$ cat src/rtl/interlock_ctl.sv
module interlock_ctl #(
  parameter int NF       = 22,
  parameter int CLK_HZ   = 50_000_000,
  parameter int TICK_US  = 133_333,
  parameter logic [NF-1:0] OVR_MASK = 22'h3FF000
) (
  input  logic          clk,
  input  logic          rst_n,
  input  logic [NF-1:0] flt_raw,
  input  logic          estop_ok,
  input  logic          ovr_on,
  input  logic          tel_sw,
  input  logic          brake_en_in,
  input  logic          dome_sw,
  input  logic          dome_hp,
  output logic [NF:0]   flt_flag,
  output logic          trip,
  output logic          dome_en_n,
  output logic          tel_en_n,
  output logic          cs_en,
  output logic          brake_led
);
  localparam int DIV  = (CLK_HZ / 1_000_000) * TICK_US;
  localparam int HALF = DIV / 2;
  localparam int CW   = (DIV > 2) ? $clog2(DIV) : 1;

  logic [CW-1:0] cnt;
  logic [NF:0]   eff, s1, hold, frz;
  logic          trip_q, at_tick, at_fall, phase_hi, safe;

  assign eff      = {~estop_ok, flt_raw} & ~({1'b0, OVR_MASK} & {(NF+1){ovr_on}});
  assign at_tick  = (cnt == CW'(DIV - 1));
  assign at_fall  = (cnt == CW'(HALF - 1));
  assign phase_hi = (cnt < CW'(HALF));

  always_ff @(posedge clk or negedge rst_n) begin
    if (!rst_n) begin
      cnt    <= '0;
      s1     <= '0;
      hold   <= '0;
      frz    <= '0;
      trip_q <= 1'b0;
    end else begin
      cnt <= at_tick ? '0 : cnt + 1'b1;
      if (at_fall) hold <= eff;
      if (at_tick) begin
        s1     <= eff;
        frz    <= frz | s1;
        trip_q <= trip_q | (|s1);
      end
    end
  end

  assign flt_flag  = frz | s1 | (phase_hi ? eff : hold);
  assign trip      = trip_q;
  assign safe      = ~rst_n | trip_q;
  assign dome_en_n = safe | ~(dome_sw | dome_hp);
  assign tel_en_n  = safe | ~(tel_sw & brake_en_in);
  assign brake_led = tel_en_n;
  assign cs_en     = ~safe;
endmodule


$ cat config.mk
export PLATFORM = sky130hd
export DESIGN_NAME = interlock_ctl
export DESIGN_NICKNAME = d
export VERILOG_FILES = /design/src/rtl/interlock_ctl.sv
export SDC_FILE = /design/constraint.sdc
export NUM_CORES = 1
export LEC_CHECK = 0
export ABC_CLOCK_PERIOD_IN_PS = 2900
export BUFFER_PORTS_ARGS = -buffer_cell sky130_fd_sc_hd__buf_2
export CORE_MARGIN = 2
export CORE_UTILIZATION = 35
export CTS_CLUSTER_DIAMETER = 60
export DETAILED_ROUTE_END_ITERATION = 10
export GPL_TIMING_DRIVEN = 0
export HOLD_SLACK_MARGIN = 0.03
export PLACE_DENSITY = 0.58
export SYNTH_ARGS = -nofsm -noshare
export SYNTH_HDL_FRONTEND = slang
export SYNTH_SLANG_ARGS = --single-unit
$ cat constraint.sdc
create_clock -name clk -period 2.9 [get_ports clk]
set_input_delay 0.87 -clock clk [delete_from_list [all_inputs] [get_ports clk]]
set_output_delay 0.87 -clock clk [all_outputs]
set_load 0.02 [all_outputs]
==> summary.txt, run 1 <==
Cells and area
  – Post-Layout Inst Area: between 0.005 and 0.006 mm²
  – FILL cells: ~1200
  – Register area: ~0.0023 mm²
  – Finished Core Util: 0.443
  – Area delta synth->final: 24.4%
  – Multi-input logic area: about 0.002 mm²
  – Post-layout net count: 537
  – Layout cell share with drive strength beyond 1: 0.281
  – Antenna Cells: 0

GRT
  – Vias in the first global route: 3565
  – First-pass GRT wire length: 17800 µm
  – GRT Util Overall: 0.173
  – Initial antenna violation count: 0
  – Largest net degree at the start of global routing: 56
  – Grt ovf: 0

Drt
  – WL/cell: 16.0 µm
  – First-iteration detailed-routing DRC count: around 200
  – Remaining DRCs: 0
  – Via density: 5.08
  – DR vias: between 3000 and 4000
  – Routed WL: around 11000 µm
  – Remaining antenna violation count: 0
  – 1st-pass router iterations: 4

Placement
  – Port buffer count: 57
  – DP HPWL: 7590 µm
  – Final estimated routing congestion in global placement: approximately 0.77
  – Dpl ws: -0.301 ns
  – Dpl cell area: 0.00501 mm²

Timing
  – Actual slew at the worst max-slew pin: 0.626 ns
  – Setup Skew: 0.00785 ns
  – FMAX: 304 MHz
  – Final Max Tran Viols: 0
  – Final cycle utilization of the critical path: 1.14
  – Fin worst setup slack: -0.392 ns
  – Endpoints failing setup: 23
  – Final Hold Fails: 0
  – RSZ-0062 raised after global routing: true
  – Minimum clock period: between 3 and 4 ns
  – Max-Slew Margin vs Limit: 0.583

Clock tree
  – CTS tree: yes
  – TritonCTS sink count: 93
  – CTS Hold Bufs: 0
  – Worst-path clk slew: 0.07 ns
  – H-tree depth: 3
  – CTS Root Cell: clkbuf_16
  – Clk buf depth: 2
  – Clock latency on the worst-skew pair: 0.35 ns
  – CTS buffer count: 9

Logic synthesis
  – Ys flop type: dfrtp_1
  – Syn_area_per_cell: approximately 10 µm²
  – Synth Net Count: around 460
  – Synth async-reset ratio: 1.00
  – Synth area leader: dfrtp_1
  – Register area share after synthesis: 0.520
  – Post-synth EDFFs: 0
  – Post-Syn Area: roughly 0.0045 mm²
  – Synth Instances: around 430
  – Ranking of synthesized cells by area: dfrtp_1 52%, o21ai_0 5.7%, o211ai_2 5.6%
  – Top-area cell type share of the netlist area: 0.520
  – Netlist cell types: 43
  – #FFs+latches synth: 93
  – Yosys warning count: 0

Floorplanning
  – FP Rows: 41
  – Initial Util: 0.356
  – DIE AREA: 0.0137 mm²
  – Die height: roughly 120 µm
  – Core box area: ~0.013 mm²
  – Die width: 117 µm
  – Io pins: 58

Pwr
  – Peak supply drop: 0.277 mV
  – P per Cell Area: 465 mW/mm²
  – LEAKAGE: 2.73 nW

Critical path
  – CP max stage cell: dfrtp_1
  – Worst EP required: roughly 2 ns
  – Critical-path cell list: or2_1 > a21o_1 > a211o_4 > or2_1 > buf_6 > buf_12 > o211ai_4 > buf_6
  – Critical path class: register to output pin
  – Critical Path Start Type: register
  – CP endpoint kind: output pin
  – CP Data Arrival Time: 2.42 ns
  – Crit-path max cell delay: a little under 0.4 ns
  – CP max FO: 10

Hold path
  – HP Class: input port to asynchronous set/reset pin

Job
  – Max Cap Violations: 0

Outcome
  – Status: complete, but fails checks
  – Failing checks: negative setup slack
-- routing by layer --
| metal | vias to the layer above | wire length (µm) | share of wire | track usage |
|---|---|---|---|---|
| met3 | 11 | 348 | 0.032 | 0.0366 |
| li1 | 1647 | - | - | - |
| met1 | 1740 | 5050 | 0.46 | 0.229 |
| met4 | 0 | 148 | 0.014 | 0.0541 |
| met5 | - | 0 | 0 | 0 |
| met2 | 59 | 5320 | 0.49 | 0.286 |
-- Yosys cell counts (9+ instances only) --
master / instances
dfrtp_1: 93
o21ai_0: 51
nand2_1: 46
nor2_1: 45
a21o_1: 25
o211ai_2: 20
inv_1: 16
nand2b_1: 11
nand3_1: 11
xor2_1: 11
nor4_1: 10
clkbuf_1: 9
-- repair_timing --
item,CTS,global route
buffers inserted,7,0
resized for setup,42,23
endpoints found under the setup margin,23,24
pin swaps,1,3
-- cell usage in the layout (no fill, tap or decap), types with 4 or more instances in the layout --
master	instances
o211ai_2	15
nand2_1	46
xor2_1	11
o211ai_4	5
o21ai_0	50
clkbuf_1	5
clkbuf_16	9
nor2_1	45
inv_8	4
nand2b_1	11
dfrtp_1	91
buf_6	24
o21ai_1	9
xnor2_1	7
o211ai_1	4
inv_1	16
nand3_1	11
mux2_4	8
a21o_1	25
buf_2	41
nor4_1	8
buf_4	10
mux2_2	4
-- final cells by class --
class	instances	share of cell area
clock inverter	7	0.0128
sequential	93	0.418
buffer	20	0.0270
timing repair buffer	65	0.0892
clock buffer	9	0.0404
inverter	16	0.0108
tap	172	0.0386
multi-input combinational	299	0.363
-- flip-flops by register name, summed over array words and instances (netlist names) --
| name | cells |
|---|---|
| cnt | 23 |
| hold | 23 |
| frz | 23 |
| trip | 1 |
| s1 | 23 |
-- kinds of logic after synthesis --
logic type	Yosys count	synth area share
buffers and inverters	36	0.0447
AO/OA/AOI/OAI	113	0.179
flip-flops	93	0.520
AND/OR/NAND/NOR	152	0.173
XOR/XNOR	18	0.0352
multiplexers	13	0.0391
adder cells (fa/ha/maj)	3	0.00839
-- worst max-delay path, delay by kind of cell, from the launching register on --
kind | cells | cell delay [ns]
AOI/OAI and AO/OA | 3 | 0.73
buffers and inverters | 3 | 0.43
and+or+nand+nor | 2 | 0.52
DFF | 1 | 0.39
-- stage by stage --
step / hold WS, ns / total power [mW] / setup TNS [ns] / std cells
after global placement: 0.438 / 1.42 / -9.53 / 657
after global routing: 0.447 / 2.69 / -9.71 / 681
after detailed placement: 0.445 / 1.43 / -5.29 / 658
final: 0.429 / 2.59 / -8.32 / 681
after floorplan: 0.429 / 1.36 / 0 / 428
after CTS: 0.459 / 2.63 / -8.26 / 681
-- power breakdown --
group / total, mW / switching, mW / internal, mW
registers: 1.31 / 0.00420 / 1.30
clock network: 1.19 / 0.571 / 0.615
logic: 0.0940 / 0.0581 / 0.0359
total: 2.59 / 0.633 / 1.96
-- final timing paths --
check                              startpoint                  to  slack (ns)  cells past startpoint
max in group asynchronous               rst_n   cnt[11]$_DFF_PN0_        1.87                      2
hold / removal                          rst_n   s1[4]$_DFFE_PN0N_        0.43                      1
min in group clk           frz[4]$_DFFE_PN0N_  frz[4]$_DFFE_PN0N_        0.46                      1
setup reg to reg            cnt[10]$_DFF_PN0_  s1[16]$_DFFE_PN0N_        0.77                      7
hold reg to reg            frz[4]$_DFFE_PN0N_  frz[4]$_DFFE_PN0N_        0.46                      1
setup / recovery             cnt[8]$_DFF_PN0_        flt_flag[18]       -0.39                      8
Power figures use the tool's default switching activity.
==> inputs of run 2 (changes only) <==
--- a/config.mk
+++ b/config.mk
@@ -8,12 +8,12 @@
 export ABC_CLOCK_PERIOD_IN_PS = 2900
 export BUFFER_PORTS_ARGS = -buffer_cell sky130_fd_sc_hd__buf_2
 export CORE_MARGIN = 2
-export CORE_UTILIZATION = 35
+export CORE_UTILIZATION = 45
 export CTS_CLUSTER_DIAMETER = 60
 export DETAILED_ROUTE_END_ITERATION = 10
 export GPL_TIMING_DRIVEN = 0
 export HOLD_SLACK_MARGIN = 0.03
-export PLACE_DENSITY = 0.58
+export PLACE_DENSITY = 0.7
 export SYNTH_ARGS = -nofsm -noshare
 export SYNTH_HDL_FRONTEND = slang
 export SYNTH_SLANG_ARGS = --single-unit
==> run 2 against run 1 <==
The run still ends with negative setup slack left. Worst hold slack worse by 0.073 ns. Combinational power increased by 13%. Wire length increased by 0.47%. Flip-flop and latch count unchanged.
==> summary.txt, run 2 (synthesis results as in run 1) <==
Outcome
  – Status: complete, but fails checks
  – Failing checks: negative setup slack

Placement
  – DP HPWL: 7070 µm
  – Dpl cells: 619
  – Port buffer count: 57
  – Final estimated routing congestion in global placement: 0.871
  – Dpl ws: -0.316 ns
  – Dpl cell area: 0.00496 mm²

Clock tree
  – CTS tree: yes
  – Worst-path clk slew: 0.10 ns
  – CTS Hold Bufs: 0
  – TritonCTS sink count: 93
  – Clock latency on the worst-skew pair: 0.37 ns
  – H-tree depth: 3
  – CTS buffer count: 9
  – CTS Root Cell: clkbuf_8
  – Clk buf depth: 2

Cells and area
  – Post-layout net count: 540
  – Commonest non-fill, non-tap cell in the layout: dfrtp_1
  – Layout cell share with drive strength beyond 1: 0.285
  – Post-Layout Inst Area: 0.00556 mm²
  – Area delta synth->final: 24.2%
  – Most frequent cells in the layout: 92 x dfrtp_1, 46 x nand2_1, 45 x nor2_1, 45 x o21ai_0, 36 x buf_2
  – Antenna Cells: 0
  – Final Instance Count excl. Fillers: 645
  – Finished Core Util: 0.571

Floorplanning
  – DIE AREA: 0.0108 mm²
  – Io pins: 58
  – Die height: just over 100 µm
  – Die width: slightly above 100 µm
  – FP Rows: 36
  – Core box area: 0.00973 mm²
  – Initial Util: 0.460

Timing
  – FMAX: 303 MHz
  – Actual slew at the worst max-slew pin: 0.539 ns
  – Final Max Tran Viols: 0
  – Endpoints failing setup: 23
  – Setup Skew: 0.0185 ns
  – Final cycle utilization of the critical path: 1.14
  – Max-Slew Margin vs Limit: 0.641
  – Fin worst setup slack: -0.401 ns
  – RSZ-0062 raised after global routing: true
  – Final Hold Fails: 0
  – Minimum clock period: 3.30 ns

Drt
  – 1st-pass router iterations: 5
  – Remaining DRCs: 0
  – Remaining antenna violation count: 0
  – Via density: around 5.4
  – WL/cell: 16.9 µm
  – First-iteration detailed-routing DRC count: approximately 200
  – Routed WL: between 10000 and 15000 µm
  – DR vias: 3505

Pwr
  – Internal: 1.68 mW
  – P per Cell Area: ~400 mW/mm²
  – Peak supply drop: approximately 0.25 mV
  – Total power: 2.25 mW
  – Reg power frac: 0.583
  – LEAKAGE: 2.74 nW
  – Clock power share: 0.370
  – Logic pwr share: 0.047
  – Switching share of total power: 0.252
  – Sw Pwr: 0.566 mW

GRT
  – Vias in the first global route: 3566
  – Largest net degree at the start of global routing: 35
  – GRT Util Overall: 0.204
  – First-pass GRT wire length: 17600 µm
  – Grt ovf: 0
  – Initial antenna violation count: 0

Critical path
  – Worst r2r path cells: 8
  – Most common cell type on the critical path: buf_6
  – Critical-path cell list: or2_4 > a21o_1 > a211o_4 > or2_1 > buf_6 > clkbuf_16 > o211ai_4 > buf_6
  – Critical Path Start Type: register
  – Worst R2R End: s1[12]$_DFFE_PN0N_
  – Crit path max-delay family: compound AO/OA/AOI/OAI gates
  – CP Depth: 8
  – Crit-path max cell delay: 0.39 ns
  – Worst EP required: 2.03 ns
  – CP max stage cell: dfrtp_1
  – Worst Setup SP: cnt[9]$_DFF_PN0_
  – Flop2flop setup slack: between 0.7 and 0.8 ns
  – CP Data Arrival Time: 2.43 ns
  – Worst R2R Start: cnt[9]$_DFF_PN0_
  – Worst Setup EP: flt_flag[1]
  – Critical path class: register to output pin
  – Worst path buffer plus inverter count: 3
  – CP endpoint kind: output pin
  – CP max FO: 6

Hold path
  – HP Class: input port to asynchronous set/reset pin

Job
  – Max Cap Violations: 0
-- run 2: changes by cell type in the layout (fill, tap and decap cells not counted), sizes merged --
cell	change
clkbuf	+4
buf	-2
bufbuf	+1
clkinv	+3
inv	-3
-- run 2: worst min-delay path by stage --
| stage | slack [ns] | end | cells past startpoint | startpoint |
|---|---|---|---|---|
| global placement | 0.44 | frz[2]$_DFFE_PN0N_ | 1 | frz[2]$_DFFE_PN0N_ |
| CTS | 0.34 | hold[9]$_DFFE_PN0N_ | 1 | rst_n |
| detailed placement | 0.44 | frz[16]$_DFFE_PN0N_ | 1 | frz[16]$_DFFE_PN0N_ |
| global route | 0.34 | frz[8]$_DFFE_PN0N_ | 1 | rst_n |
| finish | 0.36 | hold[9]$_DFFE_PN0N_ | 1 | rst_n |
| floorplan | 0.43 | frz[0]$_DFFE_PN0N_ | 1 | frz[0]$_DFFE_PN0N_ |
-- run 2: final cells by class --
cell class	count	area, µm²
Clock inverter	7	62.6
Sequential cell	93	2330
Tap cell	133	166
Fill cell	825	4170
Inverter	16	60.1
Buffer	20	158
Timing Repair Buffer	68	591
Clock buffer	9	124
Multi-Input combinational cell	299	2070
-- run 2: power by group through the flow --
stage	registers [mW]	clock network, mW	logic [mW]
after floorplan	1.33	0	0.0308
after global placement	1.33	0	0.0854
after detailed placement	1.33	0	0.0928
after CTS	1.31	0.852	0.102
after global routing	1.31	0.912	0.118
final	1.31	0.831	0.106
-- run 2: repair_timing --
item,in CTS,in global routing
endpoints found under the hold margin,0,0
cloned,1,2
setup buffers,6,1
gates resized for setup,61,16
endpoints found under the setup margin,27,24
pin swaps,4,3
-- run 2: metal layers --
metal / global-route usage / wire, µm / part of all wire
met1: 0.265 / 4870 / 0.45
met2: 0.352 / 5390 / 0.49
met3: 0.0378 / 482 / 0.044
met4: 0.0579 / 177 / 0.016
met5: 0 / 0 / 0
-- run 2: through the flow --
step	TNS [ns]	hold slack [ns]
2_1_floorplan	0	0.429
3_3_place_gp	-9.07	0.438
3_5_place_dp	-6.06	0.445
4_1_cts	-8.35	0.343
5_1_grt	-10.02	0.341
6_report	-8.34	0.355
